**src/rtl/spi_master_pkg.sv**
```systemverilog
package spi_master_pkg;

  // One-cycle strobes from the sequencer to the datapath
  typedef struct packed {
    logic load;       // move holding register into the shift register
    logic shiftTx;    // present the next transmit bit
    logic captureRx;  // sample the receive input
    logic finish;     // last serial clock edge of the character
  } spiStrobes_t;

  typedef enum logic {
    ST_IDLE = 1'b0,
    ST_RUN  = 1'b1
  } ctrlState_t;

  typedef enum logic [1:0] {
    PIN_THREE   = 2'b00,
    PIN_FOUR_HI = 2'b01,
    PIN_FOUR_LO = 2'b10,
    PIN_RSVD    = 2'b11
  } pinMode_t;

endpackage

```
**src/rtl/spi_master_ctrl.sv**
```systemverilog
module spi_master_ctrl
  import spi_master_pkg::*;
#(
  parameter int DATA_W = 8,
  parameter int DIV_W  = 16
) (
  input  logic              clk,
  input  logic              rst_n,
  input  logic              swReset,
  input  logic              clkPha,
  input  logic              shortChar,
  input  logic [DIV_W-1:0]  divider,
  input  logic              txPending,
  output spiStrobes_t       strobes,
  output logic              busy,
  output logic              sclkPhase
);

  localparam int EDGE_W = $clog2(2 * DATA_W + 1);
  localparam logic [EDGE_W-1:0] EDGES_LONG  = EDGE_W'(2 * DATA_W);
  localparam logic [EDGE_W-1:0] EDGES_SHORT = EDGE_W'(2 * (DATA_W - 1));

  ctrlState_t        state;
  logic [DIV_W-1:0]  halfCnt;
  logic [DIV_W-1:0]  halfLast;
  logic [EDGE_W-1:0] edgeCnt;
  logic [EDGE_W-1:0] edgeLast;
  logic              edgeEv;
  logic              captureSel;

  always_comb begin
    // a divider of zero behaves like one
    halfLast   = (divider == '0) ? '0 : divider - 1'b1;
    edgeLast   = (shortChar ? EDGES_SHORT : EDGES_LONG) - 1'b1;
    edgeEv     = (state == ST_RUN) && (halfCnt == halfLast);
    // edgeCnt holds edges already done; the coming edge is edgeCnt+1
    captureSel = clkPha ? ~edgeCnt[0] : edgeCnt[0];

    strobes.load      = (state == ST_IDLE) && txPending && !swReset;
    strobes.captureRx = edgeEv && captureSel;
    // first bit is presented at load, so the very first edge never shifts
    strobes.shiftTx   = edgeEv && !captureSel && (edgeCnt != '0);
    strobes.finish    = edgeEv && (edgeCnt == edgeLast);
  end

  always_ff @(posedge clk or negedge rst_n) begin
    if (!rst_n) begin
      state     <= ST_IDLE;
      halfCnt   <= '0;
      edgeCnt   <= '0;
      sclkPhase <= 1'b0;
    end else if (swReset) begin
      state     <= ST_IDLE;
      halfCnt   <= '0;
      edgeCnt   <= '0;
      sclkPhase <= 1'b0;
    end else begin
      case (state)
        ST_IDLE: begin
          if (strobes.load) begin
            state     <= ST_RUN;
            halfCnt   <= '0;
            edgeCnt   <= '0;
            sclkPhase <= 1'b0;
          end
        end
        ST_RUN: begin
          if (edgeEv) begin
            halfCnt   <= '0;
            sclkPhase <= ~sclkPhase;
            edgeCnt   <= edgeCnt + 1'b1;
            if (strobes.finish) state <= ST_IDLE;
          end else begin
            halfCnt <= halfCnt + 1'b1;
          end
        end
        default: state <= ST_IDLE;
      endcase
    end
  end

  assign busy = (state == ST_RUN);

endmodule

```
**src/rtl/spi_master_datapath.sv**
```systemverilog
module spi_master_datapath
  import spi_master_pkg::*;
#(
  parameter int DATA_W = 8
) (
  input  logic              clk,
  input  logic              rst_n,
  input  logic              swReset,
  input  spiStrobes_t       strobes,
  input  logic              msbFirst,
  input  logic              shortChar,
  input  logic              listenEn,
  input  logic              txWrite,
  input  logic [DATA_W-1:0] txData,
  input  logic              rxRead,
  input  logic              miso,
  output logic              mosi,
  output logic              txEmpty,
  output logic [DATA_W-1:0] rxData,
  output logic              rxFull,
  output logic              overrun
);

  localparam int IDX_W = (DATA_W > 1) ? $clog2(DATA_W) : 1;

  logic [DATA_W-1:0] txBuf;
  logic [DATA_W-1:0] sendVec;    // bit 0 is always the bit on the wire
  logic [DATA_W-1:0] sendOrder;
  logic [DATA_W-1:0] rxAcc;      // bit i is the i-th bit received
  logic [DATA_W-1:0] rxMerged;
  logic [DATA_W-1:0] rxWord;
  logic [IDX_W-1:0]  rxIdx;
  logic              inBit;

  assign mosi  = sendVec[0];
  assign inBit = listenEn ? sendVec[0] : miso;

  // Put the holding register into wire order once, at load time
  always_comb begin
    for (int i = 0; i < DATA_W; i++)
      sendOrder[i] = msbFirst ? txBuf[DATA_W-1-i] : txBuf[i];
    if (shortChar && msbFirst) begin
      for (int i = 0; i < DATA_W - 1; i++)
        sendOrder[i] = txBuf[DATA_W-2-i];
      sendOrder[DATA_W-1] = 1'b0;
    end
  end

  // Include a capture that coincides with the final edge
  always_comb begin
    rxMerged = rxAcc;
    if (strobes.captureRx) rxMerged[rxIdx] = inBit;
  end

  // Wire order back to character order
  always_comb begin
    for (int j = 0; j < DATA_W; j++)
      rxWord[j] = msbFirst ? rxMerged[DATA_W-1-j] : rxMerged[j];
    if (shortChar) begin
      if (msbFirst) begin
        for (int j = 0; j < DATA_W - 1; j++)
          rxWord[j] = rxMerged[DATA_W-2-j];
      end
      rxWord[DATA_W-1] = 1'b0;
    end
  end

  // Transmit side
  always_ff @(posedge clk or negedge rst_n) begin
    if (!rst_n) begin
      txBuf   <= '0;
      txEmpty <= 1'b1;
      sendVec <= '0;
    end else if (swReset) begin
      txBuf   <= '0;
      txEmpty <= 1'b1;
      sendVec <= '0;
    end else begin
      if (txWrite) begin
        txBuf   <= txData;
        txEmpty <= 1'b0;
      end else if (strobes.load) begin
        txEmpty <= 1'b1;
      end
      if (strobes.load)         sendVec <= sendOrder;
      else if (strobes.shiftTx) sendVec <= sendVec >> 1;
    end
  end

  // Receive side
  always_ff @(posedge clk or negedge rst_n) begin
    if (!rst_n) begin
      rxAcc   <= '0;
      rxIdx   <= '0;
      rxData  <= '0;
      rxFull  <= 1'b0;
      overrun <= 1'b0;
    end else if (swReset) begin
      rxAcc   <= '0;
      rxIdx   <= '0;
      rxData  <= '0;
      rxFull  <= 1'b0;
      overrun <= 1'b0;
    end else begin
      if (strobes.load) begin
        rxAcc <= '0;
        rxIdx <= '0;
      end else if (strobes.captureRx) begin
        rxAcc <= rxMerged;
        rxIdx <= rxIdx + 1'b1;
      end

      if (strobes.finish) begin
        rxData <= rxWord;
        rxFull <= 1'b1;
      end else if (rxRead) begin
        rxFull <= 1'b0;
      end

      if (strobes.finish && rxFull && !rxRead) overrun <= 1'b1;
      else if (rxRead)                         overrun <= 1'b0;
    end
  end

endmodule

```
**src/rtl/spi_master_core.sv**
```systemverilog
module spi_master_core
  import spi_master_pkg::*;
#(
  parameter int DATA_W = 8,
  parameter int DIV_W  = 16
) (
  input  logic              clk,
  input  logic              rst_n,
  input  logic              swReset,
  input  logic              clkPol,
  input  logic              clkPha,
  input  logic              msbFirst,
  input  logic              shortChar,
  input  logic              listenEn,
  input  logic [1:0]        pinMode,
  input  logic [DIV_W-1:0]  divider,
  input  logic              txWrite,
  input  logic [DATA_W-1:0] txData,
  input  logic              rxRead,
  input  logic              miso,
  output logic [DATA_W-1:0] rxData,
  output logic              txEmpty,
  output logic              rxFull,
  output logic              busy,
  output logic              overrun,
  output logic              sclk,
  output logic              mosi,
  output logic              slaveEn
);

  spiStrobes_t strobes;
  logic        sclkPhase;

  spi_master_ctrl #(
    .DATA_W (DATA_W),
    .DIV_W  (DIV_W)
  ) u_ctrl (
    .clk       (clk),
    .rst_n     (rst_n),
    .swReset   (swReset),
    .clkPha    (clkPha),
    .shortChar (shortChar),
    .divider   (divider),
    .txPending (~txEmpty),
    .strobes   (strobes),
    .busy      (busy),
    .sclkPhase (sclkPhase)
  );

  spi_master_datapath #(
    .DATA_W (DATA_W)
  ) u_dp (
    .clk       (clk),
    .rst_n     (rst_n),
    .swReset   (swReset),
    .strobes   (strobes),
    .msbFirst  (msbFirst),
    .shortChar (shortChar),
    .listenEn  (listenEn),
    .txWrite   (txWrite),
    .txData    (txData),
    .rxRead    (rxRead),
    .miso      (miso),
    .mosi      (mosi),
    .txEmpty   (txEmpty),
    .rxData    (rxData),
    .rxFull    (rxFull),
    .overrun   (overrun)
  );

  // Idle level comes from the polarity; the phase register toggles per edge
  assign sclk = clkPol ^ sclkPhase;

  always_comb begin
    case (pinMode_t'(pinMode))
      PIN_FOUR_HI: slaveEn = busy;
      PIN_FOUR_LO: slaveEn = ~busy;
      default:     slaveEn = 1'b0;
    endcase
  end

endmodule

```
**config.mk**
```make
export PLATFORM = sky130hd
export DESIGN_NAME = spi_master_core
export DESIGN_NICKNAME = d
export VERILOG_FILES = /design/src/rtl/spi_master_pkg.sv /design/src/rtl/spi_master_ctrl.sv /design/src/rtl/spi_master_datapath.sv /design/src/rtl/spi_master_core.sv
export SDC_FILE = /design/constraint.sdc
export NUM_CORES = 1
export LEC_CHECK = 0
export BUFFER_PORTS_ARGS = -buffer_cell sky130_fd_sc_hd__buf_2
export CORE_ASPECT_RATIO = 0.8
export CORE_UTILIZATION = 45
export CTS_CLUSTER_DIAMETER = 100
export DETAILED_ROUTE_END_ITERATION = 6
export SYNTH_ARGS = -nofsm -noshare
export SYNTH_HDL_FRONTEND = slang
export SYNTH_SLANG_ARGS = --single-unit
```
**constraint.sdc**
```tcl
create_clock -name clk -period 4 [get_ports clk]
set_clock_uncertainty 0.1 [all_clocks]
set_input_delay 0.8 -clock clk [delete_from_list [all_inputs] [get_ports clk]]
set_output_delay 0.8 -clock clk [all_outputs]
set_load 0.03 [all_outputs]
```
==> impl_results.md, run 1 <==
* Die Area at 9766 um^2
* Period utilisation layout at 93.49%
* Post-synth cell types at 78
* CTS sink count at 61
* Share of layout cells above drive strength 1 at 25.68%
* Initial antenna violation count at 0
* Clk root buf: clkbuf_16
* Clock transition at path regs at 0.05 ns
* Wire length per cell at 17.28 um
* Slew headroom at 10.60%
* Leakage at 2.375 nW
* # fillers at 820
* Fmax at 0.2674 GHz
* Worst EP required at 4.10 ns
* Total power at 1.702 mW
* Ant diodes at 0
* Final-report setup violation count at 0
* Crit Path Class: input port to register
* CP arrival at 3.84 ns
* Drt pass-1 iters at 5
* Gr ovfl total at 0
* Vias in the first global route at 3,542
* Drt total wl at 11,550 um
* Final Net Count at 590
* Power Density at 328.6 nW/um^2
* Syn Nets at 510
* First-pass GRT wire length at 18,330 um
* CTS tree: built
* Crit-path max cell delay at 0.55 ns
* Antenna viol nets, final at 0
* Vias at 3,953
* Cell taking the most area after synthesis: dfrtp_1
* Hpwl dp at 8388 um
* Post-synth EDFFs at 0
* Crit-path cells: buf_2 > nor4_2 > nand3_1 > xor2_1 > o221a_2 > o21ai_0 > a221o_1 > buf_12 > nor4b_2 > mux2_1 > mux2i_1 > a211oi_2
* Cell area after layout at 5179 um^2
* Area of the multi-input gates at 2534 um^2
* # rows at 31
* Syn avg cell area at 9.012 um^2
* Synth Instances at 468
* Main flop type after synthesis: dfrtp_1
* Starting DRT DRC Count at 249
* Post-Syn Area at 4218 um^2
* FF/Latch Area at 1528 um^2
* Most frequent cells in the layout: dfrtp_1, nor2_1, buf_2
* Largest net degree at the start of global routing at 31
* Synth warnings at 0
* Longest Clk Path Bufs at 2
* I/O pin count at 52
* Final core occ at 57.06%
* GP Congestion at 0.9614
* Num CTS Buffers at 9
* Area Overhead vs Synth at 22.78%
* Die extent in x at 110.2 um
* Htree depth at 3
* Register area share after synthesis at 36.22%
* Top cells by area, synth: dfrtp_1, mux2i_1, xor2_1
* Starting density of the core at 46.47%
* Synth async-reset ratio at 100.0%
* Register bit total from synthesis at 61
* CP max-delay cell: nor4_2
* # DRC at 0
* Setup_tns at 0 ns
* Placed instance area at 4843 um^2
* Least-Margin Pin Slew at 1.331 ns
* All-layer global routing usage at 25.19%
* Status: completed
* Worst vdd ir at 0.2887 mV
* Vias per cell at 5.918
* Final min period at 3.739 ns
* Share of the synthesized area in the top cell type at 35.60%
* RSZ-0062 raised after global routing: false
* Die span in y at 88.59 um
* Commonest non-fill, non-tap cell in the layout: dfrtp_1
* Crit path launch type: input port
* Clock latency on the worst-skew pair at 0.33 ns
* Critical Path Sink Type: register
* Endpoints failing hold at 0
* # port buffers at 51
* Core ar. at 9076 um^2
* Worst hold path type: register to register
* Hold_buf cts at 0
* Total of max-cap violations at 0
* Slew Viols, Final at 0
* Crit-path max FO at 7
==> critical path: cells and delay by family <==
family | cells | cell delay (ns)
AO/OA/AOI/OAI | 4 | 0.93
buffers and inverters | 2 | 0.34
multiplexers | 2 | 0.59
XOR/XNOR | 1 | 0.24
AND/OR/NAND/NOR | 3 | 0.94
==> report_power, final <==
part	internal, mW	leakage, nW	switching, mW
combinational	0.0907	1.39	0.139
clock	0.541	0.151	0.281
sequential	0.634	0.832	0.0161
total	1.27	2.37	0.436
==> what timing repair did <==
action | CTS | global route
setup endpoints to repair | 0 | 32
setup buffers | 0 | 1
gates resized for setup | 0 | 0
hold endpoints to repair | 0 | 0
==> per-layer routing <==
layer,global-route usage [%],share of wire (%)
met4,7.536,1.2
met5,0,0
met1,37.89,51
met3,5.965,5.9
met2,35.40,42
==> cells by family (layout without fill, tap and decap cells) <==
family | count (synthesis) | in the layout | synth area share [%]
adders and majority gates | 5 | 5 | 1.483
AOI/OAI and AO/OA | 101 | 101 | 18.15
muxes | 32 | 32 | 7.772
DFF | 61 | 61 | 36.22
and+or+nand+nor | 194 | 195 | 25.30
xor gates and xnor gates | 34 | 34 | 7.060
buffers and inverters | 41 | 125 | 4.005
==> worst paths after layout <==
kind                                                     from                             to  slack (ns)  cells after the start
worst max-delay path                               divider[5]     u_dp.rxData[3]$_DFFE_PN0P_        0.26                     12
worst min-delay path             u_ctrl.sclkPhase$_DFFE_PN0P_   u_ctrl.sclkPhase$_DFFE_PN0P_        0.40                      1
worst max register to register  u_ctrl.halfCnt[5]$_DFFE_PN0P_     u_dp.rxData[3]$_DFFE_PN0P_        0.87                     11
worst min register to register   u_ctrl.sclkPhase$_DFFE_PN0P_   u_ctrl.sclkPhase$_DFFE_PN0P_        0.40                      1
max in group asynchronous                               rst_n       u_dp.txEmpty$_DFFE_PN1P_        2.58                      2
min in group asynchronous                               rst_n  u_ctrl.halfCnt[0]$_DFFE_PN0P_        0.41                      1
==> final cells by class <==
type	count	share of cell area (%)
Multi-Input combinational cell	367	48.92
Sequential cell	61	29.50
Timing Repair Buffer	97	11.84
Clock buffer	9	4.349
Tap cell	115	2.778
Clock inverter	7	1.740
Inverter	12	0.8698
==> synthesized netlist by cell type, drive strengths merged, types with 3 or more instances <==
cell and number:
nand3b 3, dfrtp 60, a21oi 8, nor2b 3
xnor2 10, nand2b 4, or4 3, and3 6
o211ai 7, o41ai 3, ha 5, or2 4
nand3 18, mux2 6, o31ai 4, a32o 3
buf 10, o21ai 24, a31oi 6, xor2 24
a21o 4, nor4 7, nand2 38, inv 12
nand4 12, nor4b 5, nor3b 3, a32oi 4
and2 10, a211oi 5, a2bb2oi 6, nor3 10
o22ai 4, clkbuf 19, and4 3, mux2i 26
nor2 52, or3 10
==> sequential cells by signal (all words and copies together) (netlist names) <==
name and count:
u_dp.rxIdx 3, u_dp.txBuf 8, u_dp.rxFull 1, u_ctrl.edgeCnt 5
u_dp.rxData 8, u_dp.overrun 1, u_dp.txEmpty 1, u_ctrl.halfCnt 16
u_ctrl.busy 1, u_dp.rxAcc 8, u_dp.sendVec 8, u_ctrl.sclkPhase 1
==> metrics by stage <==
stage / setup slack (ns) / instances / hold slack [ns]
after floorplan: 0.02629 / 468 / 0.3698
after global placement: -0.1342 / 650 / 0.3834
after detailed placement: -0.2536 / 650 / 0.4009
after CTS: 0.09167 / 666 / 0.4078
after global routing: 0.01154 / 668 / 0.4189
final: 0.2605 / 668 / 0.4024
No activity file was read; power rests on OpenSTA's default activity.
==> inputs of run 2 (changes only) <==
==> constraint.sdc (replaced) <==
create_clock -name clk -period 4 [get_ports clk]
set_clock_uncertainty 0.1 [all_clocks]
set_input_delay 0.6 -clock clk [delete_from_list [all_inputs] [get_ports clk]]
set_output_delay 0.6 -clock clk [all_outputs]
set_load 0.03 [all_outputs]
==> run 2 against run 1 <==
Critical path depth rose by 1. Register-to-register slack got worse by 0.04 ns. Sequential share of layout area rose by 1.8 points. Cell area fell by 5.6%. Cell count fell by 4.5%. Clock-buffer cell count rose by 4. Largest power group unchanged. Utilization fell by 3.2 points. Highest routed layer unchanged. Flip-flop and latch count did not move. Sequential power barely moved. First-iteration DRC count fell by 13%. Via count fell by 3.0%.
==> impl_results.md, run 2 (synthesized netlist as in run 1, its figures left out) <==
* Clock transition at path regs at 0.05 ns
* CP arrival at 3.76 ns
* Num CTS Buffers at 9
* Clock power frac at 44.3%
* Final Net Count at 561
* Crit path launch type: input port
* Most frequent cells in the layout: dfrtp_1, nor2_1, buf_2
* Wire length per cell at 17.13 um
* Core ar. at 9076 um^2
* Cell Int Power at 1.143 mW
* Cell area after layout at 4888 um^2
* Post-Place Cells at 623
* Slew Viols, Final at 0
* Setup_tns at 0 ns
* Sw power at 0.4044 mW
* Vias per cell at 6.009
* Die span in y at 88.59 um
* All-layer global routing usage at 23.84%
* Endpoints failing hold at 0
* Least-Margin Pin Slew at 1.208 ns
* Non-Filler Instances at 638
* Initial antenna violation count at 0
* # DRC at 0
* # rows at 31
* Placed instance area at 4628 um^2
* Clock latency on the worst-skew pair at 0.33 ns
* CTS tree: built
* Worst EP required at 4.10 ns
* Slew headroom at 18.85%
* Fin worst setup slack at 0.3377 ns
* Comb power frac at 13.7%
* Final-report setup violation count at 0
* Largest register FFs at 16
* Fmax at 0.2731 GHz
* Gr ovfl total at 0
* # port buffers at 51
* Dpl ws at 0.01021 ns
* Crit-path max FO at 8
* Sw Ratio at 26.12%
* Share of layout cells above drive strength 1 at 20.84%
* Hold_buf cts at 0
* Starting density of the core at 46.47%
* Vias in the first global route at 3,441
* Drt total wl at 10,930 um
* Antenna viol nets, final at 0
* CTS sink count at 61
* # fillers at 879
* First-pass GRT wire length at 17,610 um
* Final min period at 3.662 ns
* Worst hold path type: input port to asynchronous set/reset pin
* # resized after CTS at 0
* Longest Clk Path Bufs at 2
* GP Congestion at 0.9322
* Leakage at 2.213 nW
* Commonest non-fill, non-tap cell in the layout: dfrtp_1
* Worst vdd ir at 0.2509 mV
* Area Overhead vs Synth at 15.90%
* Largest reg by FF count: u_ctrl.halfCnt
* Largest net degree at the start of global routing at 49
* I/O pin count at 52
* FF/Latch Area at 1528 um^2
* Total of max-cap violations at 0
* Crit Path Class: input port to register
* Ant diodes at 0
* Total power at 1.548 mW
* Starting DRT DRC Count at 217
* RSZ-0062 raised after global routing: false
* Status: completed
* Hpwl dp at 7976 um
* Critical Path Sink Type: register
* Postcts setup bufs at 0
* Die Area at 9766 um^2
* Reg power frac at 42.1%
* Period utilisation layout at 91.56%
* Drt pass-1 iters at 7
* Area of the multi-input gates at 2521 um^2
* Power Density at 316.6 nW/um^2
* Clk root buf: clkbuf_16
* Htree depth at 3
* Die extent in x at 110.2 um
* Vias at 3,834
==> run 2: cell types whose count changed in the layout (fill, tap and decap cells not counted), sizes merged <==
cell      delta
nor4         -1
clkinvlp     -2
clkinv       -1
bufinv       -2
buf         -28
clkbuf       +4
==> run 2: per-layer routing <==
layer  vias to the layer above  track usage (%)  share of wire (%)
met4                         0            7.177                1.6
met2                       109            32.35                 41
met5                         -                0                  0
met1                      1874            36.96                 52
met3                        17            5.376                5.3
li1                       1834                -                  -
==> run 2: worst max-delay path, stage by stage <==
cell	delay, ns
buf_2	0.14
nor4_4	0.50
buf_4	0.21
nand3_1	0.08
xor2_1	0.26
o221a_2	0.23
o21ai_0	0.11
a221o_1	0.50
buf_4	0.23
nor3_1	0.22
mux2_2	0.38
o2111ai_1	0.19
a21oi_1	0.09
==> run 2: per-stage QoR <==
stage	hold slack, ns	utilization [%]
2_1_floorplan	0.2044	-
3_3_place_gp	0.3824	50.99
3_5_place_dp	0.4074	50.99
4_1_cts	0.3597	53.86
5_1_grt	0.3590	53.86
6_report	0.3702	53.86
==> run 2: final cells by class <==
cell class,instances,share of cell area (%)
tap,115,2.943
clock buffer,13,5.119
multi-input combinational,366,51.57
timing repair buffer,69,7.986
inverter,12,0.9214
sequential,61,31.25
clock inverter,2,0.2048
==> run 2: power groups by stage <==
stage               Clock, mW  Sequential (mW)  Combinational [mW]
global placement            0            0.660               0.208
finish                  0.685            0.651               0.211
floorplan                   0            0.661               0.123
CTS                     0.707            0.650               0.211
global route            0.733            0.653               0.234
detailed placement          0            0.661               0.210
==> run 2: worst paths after layout <==
path	endpoint	cells after the start	startpoint	slack, ns
worst min register to register	u_ctrl.sclkPhase$_DFFE_PN0P_	1	u_ctrl.sclkPhase$_DFFE_PN0P_	0.40
worst max register to register	u_dp.rxData[4]$_DFFE_PN0P_	11	u_ctrl.halfCnt[5]$_DFFE_PN0P_	0.83
worst max-delay path	u_dp.rxData[4]$_DFFE_PN0P_	13	divider[3]	0.34
min in group clk	u_dp.overrun$_DFFE_PN0P_	2	rxRead	0.37
max in group asynchronous	u_dp.sendVec[6]$_DFFE_PN0P_	2	rst_n	2.62
worst min-delay path	u_ctrl.halfCnt[5]$_DFFE_PN0P_	1	rst_n	0.37
==> inputs of run 3 (changes only) <==
--- a/config.mk
+++ b/config.mk
@@ -8,6 +8,7 @@
 export BUFFER_PORTS_ARGS = -buffer_cell sky130_fd_sc_hd__buf_2
 export CORE_ASPECT_RATIO = 0.8
 export CORE_UTILIZATION = 45
+export CTS_BUF_LIST = sky130_fd_sc_hd__clkbuf_4 sky130_fd_sc_hd__clkbuf_8
 export CTS_CLUSTER_DIAMETER = 100
 export DETAILED_ROUTE_END_ITERATION = 6
 export SYNTH_ARGS = -nofsm -noshare
==> run 3 against run 2 <==
First-iteration DRC count rose by 3.2%. Hold slack got worse by 0.013 ns. Total power fell by 13%. Clock power fell by 29%. Clock-buffer cell count did not move. Combinational power barely moved. Worst setup slack improved by 0.021 ns. Register-to-register slack barely moved. Utilization fell by 0.99 points. Critical endpoint unchanged.
==> impl_results.md, run 3 (synthesized netlist as in run 1, its figures left out) <==
* CP max-delay cell: nor4_4
* Crit-path max FO at 8
* Setup_tns at 0 ns
* Vias in the first global route at 3,442
* Gr ovfl total at 0
* Reg power frac at 48.3%
* # DRC at 0
* Die extent in x at 110.2 um
* Total of max-cap violations at 0
* Vias at 3,823
* Crit path max-delay family: compound AO/OA/AOI/OAI gates
* Final core occ at 52.87%
* Final min period at 3.642 ns
* Hpwl dp at 7976 um
* Crit Path Class: input port to register
* Final Net Count at 561
* Power Density at 280.2 nW/um^2
* Slew Viols, Final at 0
* Die Area at 9766 um^2
* Area Overhead vs Synth at 13.76%
* Status: completed
* CP arrival at 3.75 ns
* Clock transition at path regs at 0.06 ns
* Starting density of the core at 46.47%
* Largest reg by FF count: u_ctrl.halfCnt
* Post-Place Cells at 623
* Largest net degree at the start of global routing at 49
* Least-Margin Pin Slew at 1.206 ns
* Setup crit end: u_dp.rxData[4]$_DFFE_PN0P_
* Cell Int Power at 0.9694 mW
* Crit-path cells: buf_2 > nor4_4 > nand2_1 > o211a_1 > a2111oi_0 > nand4_1 > a221o_1 > buf_4 > nor3_1 > mux2_2 > o2111ai_1 > a21oi_1
* Core ar. at 9076 um^2
* Fmax at 0.2746 GHz
* # rows at 31
* Cell area after layout at 4798 um^2
* Clk root buf: clkbuf_8
* Sw Ratio at 27.89%
* Slew headroom at 18.99%
* All-layer global routing usage at 23.70%
* Crit path launch type: input port
* Final-report setup violation count at 0
* Crit path launch: divider[3]
* Origin of the critical flop-to-flop path: u_ctrl.halfCnt[5]$_DFFE_PN0P_
* CTS tree: built
* Crit path buf inv count at 2
* Die span in y at 88.59 um
* Wire length per cell at 16.97 um
* Critical Path Sink Type: register
* # resized after CTS at 0
* Non-Filler Instances at 638
* # port buffers at 51
* Antenna viol nets, final at 0
* Num CTS Buffers at 9
* Commonest non-fill, non-tap cell in the layout: dfrtp_1
* RSZ-0062 raised after global routing: false
* Worst hold path type: input port to asynchronous set/reset pin
* Initial antenna violation count at 0
* R2r endpoint: u_dp.rxData[4]$_DFFE_PN0P_
* Ant diodes at 0
* Drt pass-1 iters at 5
* Endpoints failing hold at 0
* Worst EP required at 4.11 ns
* Sw power at 0.3749 mW
* Postcts setup bufs at 0
* Starting DRT DRC Count at 224
* Reg2Reg Depth at 11
* Worst vdd ir at 0.2297 mV
* Clock power frac at 36.0%
* GP Congestion at 0.9322
* Hold_buf cts at 0
* Placed instance area at 4628 um^2
* Vias per cell at 5.992
* CTS sink count at 61
* Drt total wl at 10,830 um
* Leakage at 2.177 nW
* I/O pin count at 52
* Largest register FFs at 16
* First-pass GRT wire length at 17,570 um
* Reg2Reg Setup Slack at 0.83 ns
* Crit-path max cell delay at 0.51 ns
* Longest Clk Path Bufs at 2
* Htree depth at 3
* WHS at 0.3568 ns
* Clock latency on the worst-skew pair at 0.34 ns
* Period utilisation layout at 91.04%
* Share of layout cells above drive strength 1 at 21.41%
* Most frequent cells in the layout: dfrtp_1, nor2_1, buf_2
* Crit. path cell count at 12
* Comb power frac at 15.7%
## run 3: changes by cell type in the layout (fill, tap and decap cells not counted)
cell       before  now
clkbuf_8        1   10
clkbuf_4        0    3
clkbuf_1        3    0
clkbuf_16       9    0
## run 3: worst min-delay path by stage
stage                               endpoint  cells after the start
2_1_floorplan          u_ctrl.busy$_DFF_PN0_                      0
3_3_place_gp    u_ctrl.sclkPhase$_DFFE_PN0P_                      1
5_1_grt             u_dp.overrun$_DFFE_PN0P_                      2
6_report       u_ctrl.halfCnt[5]$_DFFE_PN0P_                      1
4_1_cts             u_dp.overrun$_DFFE_PN0P_                      2
3_5_place_dp      u_dp.rxData[1]$_DFFE_PN0P_                      2
## run 3: power by group through the flow
stage,clock network (mW),registers (mW),logic (mW)
2_1_floorplan,0,0.661,0.123
3_5_place_dp,0,0.661,0.210
3_3_place_gp,0,0.660,0.208
4_1_cts,0.504,0.649,0.211
5_1_grt,0.529,0.652,0.234
6_report,0.484,0.649,0.211
## run 3: per-layer routing
metal  routed length [um]  global-route usage (%)  vias to the layer above
met5                    0                       0                        -
met3                  623                   4.934                       13
met4                  131                   6.459                        0
li1                     -                       -                     1831
met1                 5610                   36.97                     1859
met2                 4463                   32.52                      120
## run 3: layout make-up
cell class              count  area [um^2]
inverters                  12        45.04
clock inverters             2        10.01
repair buffers             69        390.4
flip-flops and latches     61         1528
clock buffers              13        160.2
fillers                   882         4278
multi-input cells         366         2521
well taps                 115        143.9
## run 3: stage by stage
step / setup slack (ns) / power (mW)
CTS: 0.3883 / 1.365
global route: 0.1575 / 1.414
detailed placement: 0.01021 / 0.8709
floorplan: 0.2263 / 0.7845
global placement: 0.08176 / 0.8686
finish: 0.3584 / 1.344
